<file path="config.mk">
export PLATFORM = sky130hd
export DESIGN_NAME = dd_timer
export DESIGN_NICKNAME = d
export VERILOG_FILES = /design/src/rtl/dd_timer_pkg.sv /design/src/rtl/dd_prescale.sv /design/src/rtl/dd_counter.sv /design/src/rtl/dd_events.sv /design/src/rtl/dd_timer.sv
export SDC_FILE = /design/constraint.sdc
export NUM_CORES = 1
export LEC_CHECK = 0
export BUFFER_PORTS_ARGS = -buffer_cell sky130_fd_sc_hd__buf_2
export CAP_MARGIN = 20
export CORE_ASPECT_RATIO = 1.1
export CORE_MARGIN = 2
export CORE_UTILIZATION = 45
export DETAILED_ROUTE_END_ITERATION = 7
export PLACE_DENSITY = 0.66
export SETUP_SLACK_MARGIN = 0.15
export SYNTH_ARGS = -nofsm -noshare
export SYNTH_HDL_FRONTEND = slang
export SYNTH_SLANG_ARGS = --single-unit
</file>
<file path="constraint.sdc">
create_clock -name clk -period 5.2 [get_ports clk]
set_input_delay 0 -clock clk [delete_from_list [all_inputs] [get_ports clk]]
set_output_delay 0 -clock clk [all_outputs]
set_load 0.05 [all_outputs]
</file>
<file path="src/rtl/dd_timer_pkg.sv">
package dd_timer_pkg;
  localparam int unsigned ADDR_W = 3;

  localparam logic [ADDR_W-1:0] A_CTRL = 3'd0;
  localparam logic [ADDR_W-1:0] A_PRI  = 3'd1;
  localparam logic [ADDR_W-1:0] A_REF  = 3'd2;
  localparam logic [ADDR_W-1:0] A_CAP  = 3'd3;
  localparam logic [ADDR_W-1:0] A_CNT  = 3'd4;
  localparam logic [ADDR_W-1:0] A_EVT  = 3'd5;

  localparam int unsigned B_RUN     = 0;
  localparam int unsigned B_RESTART = 1;
  localparam int unsigned B_REF_IE  = 2;
  localparam int unsigned B_CAP_IE  = 3;
  localparam int unsigned B_SEC_LSB = 8;

  typedef struct packed {
    logic run;
    logic restart;
    logic ref_ie;
    logic cap_ie;
  } ctrl_t;
endpackage

</file>
<file path="src/rtl/dd_prescale.sv">
module dd_prescale #(
  parameter int unsigned DIV_W = 8
) (
  input  logic             clk,
  input  logic             rst,
  input  logic             start,
  input  logic             run,
  input  logic [DIV_W-1:0] pri_div,
  input  logic [DIV_W-1:0] sec_div,
  output logic             tick
);
  logic [DIV_W-1:0] p_act, s_act, p_cnt, s_cnt;
  logic             p_wrap, s_wrap;

  assign p_wrap = (p_cnt == p_act);
  assign s_wrap = (s_cnt == s_act);
  assign tick   = run && p_wrap && s_wrap;

  always_ff @(posedge clk) begin
    if (rst) begin
      p_act <= '0;
      s_act <= '0;
      p_cnt <= '0;
      s_cnt <= '0;
    end else if (start) begin
      p_act <= pri_div;
      s_act <= sec_div;
      p_cnt <= '0;
      s_cnt <= '0;
    end else if (run) begin
      if (p_wrap) begin
        p_cnt <= '0;
        s_cnt <= s_wrap ? '0 : s_cnt + 1'b1;
      end else begin
        p_cnt <= p_cnt + 1'b1;
      end
    end
  end

  // a primary divide above one leaves a gap after every tick
  a_r2_primary_gap: assert property (@(posedge clk) disable iff (rst)
    (tick && p_act != '0 && !start) |=> !tick);
  // a secondary divide above one also leaves a gap after every tick
  a_r3_secondary_gap: assert property (@(posedge clk) disable iff (rst)
    (tick && s_act != '0 && !start) |=> !tick);
endmodule

</file>
<file path="src/rtl/dd_counter.sv">
module dd_counter #(
  parameter int unsigned CNT_W = 16
) (
  input  logic             clk,
  input  logic             rst,
  input  logic             tick,
  input  logic             restart,
  input  logic [CNT_W-1:0] ref_val,
  input  logic             cnt_we,
  input  logic [CNT_W-1:0] cnt_wdata,
  input  logic             cap_pulse,
  output logic [CNT_W-1:0] cnt,
  output logic [CNT_W-1:0] cap_val,
  output logic             ref_hit
);
  logic [CNT_W-1:0] cnt_next;

  always_comb begin
    if (restart && cnt == ref_val) cnt_next = '0;
    else                           cnt_next = cnt + 1'b1;
  end

  assign ref_hit = tick && !cnt_we && (cnt_next == ref_val);

  always_ff @(posedge clk) begin
    if (rst)          cnt <= '0;
    else if (cnt_we)  cnt <= cnt_wdata;
    else if (tick)    cnt <= cnt_next;
  end

  always_ff @(posedge clk) begin
    if (rst)            cap_val <= '0;
    else if (cap_pulse) cap_val <= cnt;
  end

  // restart mode returns to zero after the reference value
  a_r6_restart_zero: assert property (@(posedge clk) disable iff (rst)
    (tick && !cnt_we && restart && cnt == ref_val) |=> cnt == '0);
  // free-run wraps at the top
  a_r5_wrap: assert property (@(posedge clk) disable iff (rst)
    (tick && !cnt_we && !restart && cnt == '1) |=> cnt == '0);
  // capture latches the count present at the strobe
  a_r8_latch: assert property (@(posedge clk) disable iff (rst)
    cap_pulse |=> cap_val == $past(cnt));
  // no tick and no write keep the count still
  a_r11_hold: assert property (@(posedge clk) disable iff (rst)
    (!tick && !cnt_we) |=> $stable(cnt));
endmodule

</file>
<file path="src/rtl/dd_events.sv">
module dd_events #(
  parameter int unsigned SYNC_N = 2
) (
  input  logic clk,
  input  logic rst,
  input  logic cap_in,
  input  logic ref_hit,
  input  logic clr_ref,
  input  logic clr_cap,
  input  logic ref_ie,
  input  logic cap_ie,
  output logic cap_pulse,
  output logic ref_flag,
  output logic cap_flag,
  output logic irq
);
  logic [SYNC_N:0] sh;

  always_ff @(posedge clk) begin
    if (rst) sh <= '0;
    else     sh <= {sh[SYNC_N-1:0], cap_in};
  end

  assign cap_pulse = sh[SYNC_N-1] && !sh[SYNC_N];

  always_ff @(posedge clk) begin
    if (rst) begin
      ref_flag <= 1'b0;
      cap_flag <= 1'b0;
      irq      <= 1'b0;
    end else begin
      ref_flag <= ref_hit   || (ref_flag && !clr_ref);
      cap_flag <= cap_pulse || (cap_flag && !clr_cap);
      irq      <= (ref_flag && ref_ie) || (cap_flag && cap_ie);
    end
  end

  // a set on the same edge as a clear wins
  a_r9_ref_set_wins: assert property (@(posedge clk) disable iff (rst)
    ref_hit |=> ref_flag);
  a_r9_cap_set_wins: assert property (@(posedge clk) disable iff (rst)
    cap_pulse |=> cap_flag);
  // a clear with no event drops the flag
  a_r9_ref_clear: assert property (@(posedge clk) disable iff (rst)
    (clr_ref && !ref_hit) |=> !ref_flag);
  // one edge yields a single capture pulse
  a_r8_single_pulse: assert property (@(posedge clk) disable iff (rst)
    cap_pulse |=> !cap_pulse);
  // no flags, no request on the following cycle
  a_r10_quiet: assert property (@(posedge clk) disable iff (rst)
    (!ref_flag && !cap_flag) |=> !irq);
endmodule

</file>
<file path="src/rtl/dd_timer.sv">
module dd_timer
  import dd_timer_pkg::*;
#(
  parameter int unsigned CNT_W  = 16,
  parameter int unsigned DIV_W  = 8,
  parameter int unsigned SYNC_N = 2
) (
  input  logic              clk,
  input  logic              rst,
  input  logic              wr_en,
  input  logic              rd_en,
  input  logic [ADDR_W-1:0] addr,
  input  logic [CNT_W-1:0]  wr_data,
  output logic [CNT_W-1:0]  rd_data,
  input  logic              cap_in,
  output logic              irq
);
  localparam int unsigned EV_CAP = CNT_W - 1;
  localparam int unsigned EV_REF = CNT_W - 2;
  localparam int unsigned SEC_HI = B_SEC_LSB + DIV_W - 1;

  ctrl_t            ctl_q;
  logic [DIV_W-1:0] sec_q, pri_q;
  logic [CNT_W-1:0] ref_q, cnt, cap_val;
  logic             start, tick, cap_pulse, ref_hit, ref_flag, cap_flag;
  logic             wr_ctrl, wr_cnt, wr_evt;

  assign wr_ctrl = wr_en && addr == A_CTRL;
  assign wr_cnt  = wr_en && addr == A_CNT;
  assign wr_evt  = wr_en && addr == A_EVT;
  assign start   = wr_ctrl && wr_data[B_RUN] && !ctl_q.run;

  always_ff @(posedge clk) begin
    if (rst) begin
      ctl_q <= '0;
      sec_q <= '0;
      pri_q <= '0;
      ref_q <= '0;
    end else if (wr_en) begin
      if (addr == A_CTRL) begin
        ctl_q.run     <= wr_data[B_RUN];
        ctl_q.restart <= wr_data[B_RESTART];
        ctl_q.ref_ie  <= wr_data[B_REF_IE];
        ctl_q.cap_ie  <= wr_data[B_CAP_IE];
        sec_q         <= wr_data[SEC_HI:B_SEC_LSB];
      end
      if (addr == A_PRI) pri_q <= wr_data[DIV_W-1:0];
      if (addr == A_REF) ref_q <= wr_data;
    end
  end

  dd_prescale #(.DIV_W(DIV_W)) u_pre (
    .clk(clk), .rst(rst), .start(start), .run(ctl_q.run),
    .pri_div(pri_q), .sec_div(wr_data[SEC_HI:B_SEC_LSB]), .tick(tick)
  );

  dd_counter #(.CNT_W(CNT_W)) u_cnt (
    .clk(clk), .rst(rst), .tick(tick), .restart(ctl_q.restart),
    .ref_val(ref_q), .cnt_we(wr_cnt), .cnt_wdata(wr_data),
    .cap_pulse(cap_pulse), .cnt(cnt), .cap_val(cap_val), .ref_hit(ref_hit)
  );

  dd_events #(.SYNC_N(SYNC_N)) u_evt (
    .clk(clk), .rst(rst), .cap_in(cap_in), .ref_hit(ref_hit),
    .clr_ref(wr_evt && wr_data[EV_REF]), .clr_cap(wr_evt && wr_data[EV_CAP]),
    .ref_ie(ctl_q.ref_ie), .cap_ie(ctl_q.cap_ie), .cap_pulse(cap_pulse),
    .ref_flag(ref_flag), .cap_flag(cap_flag), .irq(irq)
  );

  always_ff @(posedge clk) begin
    if (rst) begin
      rd_data <= '0;
    end else if (rd_en) begin
      rd_data <= '0;
      case (addr)
        A_CTRL: begin
          rd_data[B_RUN]             <= ctl_q.run;
          rd_data[B_RESTART]         <= ctl_q.restart;
          rd_data[B_REF_IE]          <= ctl_q.ref_ie;
          rd_data[B_CAP_IE]          <= ctl_q.cap_ie;
          rd_data[SEC_HI:B_SEC_LSB]  <= sec_q;
        end
        A_PRI:   rd_data[DIV_W-1:0] <= pri_q;
        A_REF:   rd_data <= ref_q;
        A_CAP:   rd_data <= cap_val;
        A_CNT:   rd_data <= cnt;
        A_EVT: begin
          rd_data[EV_CAP] <= cap_flag;
          rd_data[EV_REF] <= ref_flag;
        end
        default: rd_data <= '0;
      endcase
    end
  end

  // reserved event bits read back as zero
  a_r11_evt_reserved: assert property (@(posedge clk) disable iff (rst)
    (rd_en && addr == A_EVT) |=> rd_data[EV_REF-1:0] == '0);
  // a start leaves the timer running
  a_r4_start_runs: assert property (@(posedge clk) disable iff (rst)
    start |=> ctl_q.run);
endmodule

</file>
Yosys cells after proc, flatten, opt, wreduce, memory -nomap -nowiden
Index checks and enable logic that the tools add are counted.
Word-level totals
  bits in registers: 122
  bits in latches: 0
  memory bits (writable): 0
  memory bits (read-only): 0
  input bits: 24
  output and inout bits: 17
  logic and storage cells: 71
  memories: 0
Operators by class
  add/sub/neg operators: 3
  $mul: 0
  divide/modulo/power cells: 0
  $lt $le $gt $ge: 0
  equality and inequality tests: 9
  shift-type cells: 0
  mux-type cells: 9
  bitwise operators: 0
  reduce and logical (&&, ||, !) cells: 32
Operators with widths (count)
  16-bit two-way mux: 3
  16-bit == test: 2
  6-bit one-hot mux with 4 select lines: 1
  4-bit one-hot mux with 5 select lines: 1
  1-bit logical AND: 17
  16-bit by 1-bit adder with 16-bit output, second input constant: 1
  8-bit by 1-bit adder with 8-bit output, second input constant: 2
  8-bit == test: 2
  8-bit two-way mux: 2
  4-bit one-hot mux with 4 select lines: 1
  2-bit one-hot mux with 5 select lines: 1
  2-bit AND reduction: 4
  3-bit by 2-bit == test with 1-bit output, second input constant: 2
  3-bit == test, second input constant: 2
  1-bit zero test: 5
  3-bit by 1-bit == test with 1-bit output, second input constant: 1
  3-bit zero test: 1
  1-bit logical OR: 3
  2-bit nonzero test: 1
  2-bit OR reduction: 1

Logic depth before layout (Yosys ltp)
  word-level depth: 6
  mapped depth: 10
  gate-level depth less buffers: 9

Cells and area by module
Synthesis repeated with hierarchy kept, for this count alone.
Unflattened totals
  cells, all modules: 775
  area, all modules: 6471.2 um2
Modules (own cells, without submodules)
  dd_timer: times used 1, cells each 290, area an instance 2407.3 um2, seq. area each 1041.0 um2
  dd_counter: times used 1, cells each 306, area an instance 2396.0 um2, seq. area each 640.6 um2
  dd_prescale: times used 1, cells each 162, area an instance 1470.2 um2, seq. area each 640.6 um2
  dd_events: times used 1, cells each 17, area an instance 197.7 um2, seq. area each 120.1 um2

Least setup slack after synthesis
OpenSTA, ideal clock, no wires.
  kind: register to register
  from: register u_cnt.cnt[1]
  to: register u_evt.ref_flag
  setup time: 0.074 ns
  arrival: 2.193 ns
  data required time: 5.126 ns
  slack: 2.933 ns
  stages on the path, launching flop included: 11
  buffers on the path: 1
  clock period less this slack: 2.267 ns
  cells stage by stage: dfxtp_1 > ha_1 > and4_1 > clkbuf_1 > nand4_1 > xor2_1 > o22ai_1 > or3_1 > a22oi_1 > nand4_1 > o21ai_0
Between the ends
  longest elaborated chain between the ends: 6
  elaborated cells on any way between the ends: 7
  those cells by class: add/sub (1); eq/ne (2); mux (1); reduce/logical (3)
Ends and longest elaborated chain
  start: declaration: RTL line dd_counter.sv:12  | output logic [CNT_W-1:0] cnt,
  start signal: assignment: RTL line dd_counter.sv:27  | else if (cnt_we) cnt <= cnt_wdata;
  start signal: assignment: RTL line dd_counter.sv:28  | else if (tick) cnt <= cnt_next;
  branches (longest 2 deep; another with 16-bit by 1-bit adder with 16-bit output)
  16-bit two-way mux (*): RTL line dd_counter.sv:19  | if (restart && cnt == ref_val) cnt_next = '0;
  16-bit == test (*): RTL line dd_counter.sv:23  | assign ref_hit = tick && !cnt_we && (cnt_next == ref_val);
  1-bit logical AND (*): RTL line dd_counter.sv:23
  1-bit logical OR (*): RTL line dd_events.sv:32  | ref_flag <= ref_hit || (ref_flag && !clr_ref);
  end signal: assignment: RTL line dd_events.sv:32
  end: declaration: RTL line dd_events.sv:13  | output logic ref_flag,
Mark *: on every way between the ends.
A chain may end at the register's enable or synchronous reset.

Worst setup path in the final report
  from: register u_pre.p_cnt[2]
  to: register u_cnt.cnt[9]
Between the ends
  longest elaborated chain between the ends: 4
Ends and longest elaborated chain
  start: declaration: RTL line dd_prescale.sv:12  | logic [DIV_W-1:0] p_act, s_act, p_cnt, s_cnt;
  start signal: assignment: RTL line dd_prescale.sv:35  | p_cnt <= p_cnt + 1'b1;
  8-bit == test: RTL line dd_prescale.sv:15  | assign p_wrap = (p_cnt == p_act);
  1-bit logical AND (2 in a row): RTL line dd_prescale.sv:17  | assign tick = run && p_wrap && s_wrap;
  2-bit nonzero test (no source line)
Every way passes these cells.

==> metrics.txt <==
hpwl dp approximately 12,000 um; fraction of layout cells with a size suffix above 1 0.115; crit start category flip-flop; synth unique cells 44; most frequent cells in the layout nand2_1, dfxtp_1, a21oi_1, nor2_1, xor2_1; TritonCTS clock tree done; Die X approximately 110 um; number of synthesized register bits about 120; setup tns final 0 ns; Gate Count Post-Synth 782; placer congestion estimate a little over 0.9; DR WL/cell roughly 18 um; initial DRC count 364; WP data arrival ~3.6 ns; clk sink count between 100 and 150; Fmax achieved 306 MHz; Worst-path clk slew around 0.060 ns; asr flop ratio synth 0; Residual DRC 0; CP max stage cell nor2_1; fraction of power consumed by combinational cells 0.080; CTS Buf Count 17; worst r2r path cells 8; register area share after synthesis 0.404; RSZ-0062 raised after global routing no; Post-Route Skew between 0.007 and 0.008 ns; worst-margin pin slew roughly 0.86 ns; Post-synth EDFFs 0; part of the power in registers 0.417; Hold Path Class primary input to flip-flop; worst hold endpoint rd_data[2]; largest net degree at the start of global routing 62; crit-path cells xor2_1, nor4_1, nand3_1, nor4_4, nand3_2, nor2_1, nand3b_1, a311oi_1; Boundary Pins between 40 and 50; DRT antenna net count 0; CP Capture Type flip-flop; Worst R2R Start u_pre.p_cnt[2]; Final Cycle Share 0.628; Post-CTS Setup Repair Bufs 0; Yosys Warn Count 0; min cycle time layout 3.26 ns; die area between 0.01 and 0.015 sq mm; Syn Std Cell Area 0.00604 sq mm; Max-cap violations 0; switching power about 0.61 mW; final setup fails 0; Critical Path RT roughly 5.5 ns; CTS Root Cell clkbuf_16; Layout area overhead 16.7%; placed cells roughly 930; PD cells roughly 340 mW/mm^2; diodes inserted 0; Chip Height about 130 um; first-pass GRT wire length ~29,000 um; worst hold start rst; Hold Crit Depth 2; Max stage delay on crit path ~0.77 ns; Worst-Skew Late Latency approximately 0.42 ns; R2R Setup Slk ~1.9 ns; slew margin rel. 0.425; status complete, no violations; Clk pwr share 0.504; Initial Util 0.459; Longest Clk Path Bufs 2; Max IR drop VDD between 150 and 200 uV; commonest non-fill, non-tap cell in the layout nand2_1; Max H-tree Level 4; Internal between 1.5 and 2 mW; First-pass DRT Iterations 5; DR vias/cell 5.76; Pleak ~2.6 nW; vias in the first global route between 5,000 and 6,000; initial antenna violation count 0; core area roughly 0.013 sq mm; prevailing post-synth register cell dfxtp_1; CP max FO 23; Post-CTS Resized 0; Final Hold Fails 0; Core Rows between 40 and 50; max-slew violations 0; final net count 831; Syn Nets ~810; vias post-DR 5,634; Setup CP Type flip-flop to flip-flop; Mean Syn Cell Area slightly below 8 sq um; sw frac 0.258; PortBufs 40; remaining global-route overflow 0; Layout Cells excl Fill around 1,000; Critical R2R Capture u_cnt.cnt[9]; GRT Overall Usage 0.252; final WL 17,400 um
-- repair_timing --
item / 4_1_cts / 5_1_grt
endpoints found under the setup margin: 0 / 0
hold buffers: 18 / 0
hold endpoints to repair: 62 / 0
-- power groups by stage --
stage / sequential, mW / clock (mW) / combinational (mW)
global route: 0.987 / 1.24 / 0.206
CTS: 0.983 / 1.20 / 0.187
global placement: 1.00 / 0 / 0.173
detailed placement: 1.00 / 0 / 0.175
floorplan: 1.01 / 0 / 0.111
finish: 0.984 / 1.19 / 0.189
-- through the flow --
step | utilization | hold slack (ns) | cell area [sq um] | setup slack, ns | power (mW)
after global routing | 0.536 | 0.0655 | 7050 | 1.61 | 2.43
after floorplan | - | 0.128 | 6040 | 2.93 | 1.12
after global placement | 0.476 | 0.269 | 6260 | 2.13 | 1.18
after detailed placement | 0.476 | 0.287 | 6260 | 2.01 | 1.18
final | 0.536 | 0.0323 | 7050 | 1.94 | 2.36
after CTS | 0.535 | 0.0290 | 7030 | 1.94 | 2.37
-- cells in the mapped netlist (all sizes together), types with 14 or more instances --
cell type / number / area share
dfxtp: 122 / 0.40
nand3: 20 / 0.017
xnor2: 19 / 0.028
a21oi: 84 / 0.070
buf: 14 / 0.011
nor2: 75 / 0.047
a22oi: 19 / 0.024
nand2: 170 / 0.11
nor2b: 15 / 0.016
clkbuf: 48 / 0.030
o21ai: 31 / 0.026
xor2: 42 / 0.061
-- critical path, delay by kind of cell, from the launching register on --
| kind | cells | cell delay (ns) |
|---|---|---|
| DFF | 1 | 0.42 |
| AOI/OAI and AO/OA | 1 | 0.29 |
| and+or+nand+nor | 6 | 2.35 |
| xor gates and xnor gates | 1 | 0.10 |
-- final cells by class --
cell class                 count  area [sq um]
fill                        1209          6110
tap                          161           201
inverter                       3          11.3
timing repair buffer          65           443
clock inverter                13           141
multi-input combinational    595          3360
sequential                   122          2440
clock buffer                  19           453
-- worst max-delay path by stage --
stage | start | end
finish | u_pre.p_cnt[2] | u_cnt.cnt[9]
global route | u_pre.p_cnt[2] | u_cnt.cnt[5]
CTS | u_pre.p_cnt[2] | u_cnt.cnt[9]
detailed placement | u_pre.p_cnt[2] | u_cnt.cnt[2]
global placement | u_pre.p_cnt[2] | u_cnt.cnt[12]
floorplan | u_cnt.cnt[1] | u_evt.ref_flag
-- registers in the layout, summed over array words and instances, names as in the netlist, 3 cells and up --
register,flops
u_pre.s_cnt,8
u_pre.p_act,8
ref_q,16
pri_q,8
u_cnt.cnt,16
sec_q,8
rd_data,16
u_pre.s_act,8
ctl_q,4
u_pre.p_cnt,8
u_cnt.cap_val,16
u_evt.sh,3
-- cell families (layout without fill, tap and decap cells) --
family,Yosys count,count (layout),synth area share
AND/OR/NAND/NOR,332,332,0.246
AO/OA/AOI/OAI,180,180,0.180
flip-flops,122,122,0.404
buffers and inverters,65,100,0.0427
XOR/XNOR,61,61,0.0885
multiplexers,19,19,0.0329
adder cells (fa/ha/maj),3,3,0.00622
-- routing by layer --
layer | wire, um | GRT usage
met1 | 7330 | 0.308
met2 | 8590 | 0.425
met3 | 837 | 0.0431
met4 | 610 | 0.123
met5 | 0 | 0
Power figures use the tool's default switching activity.
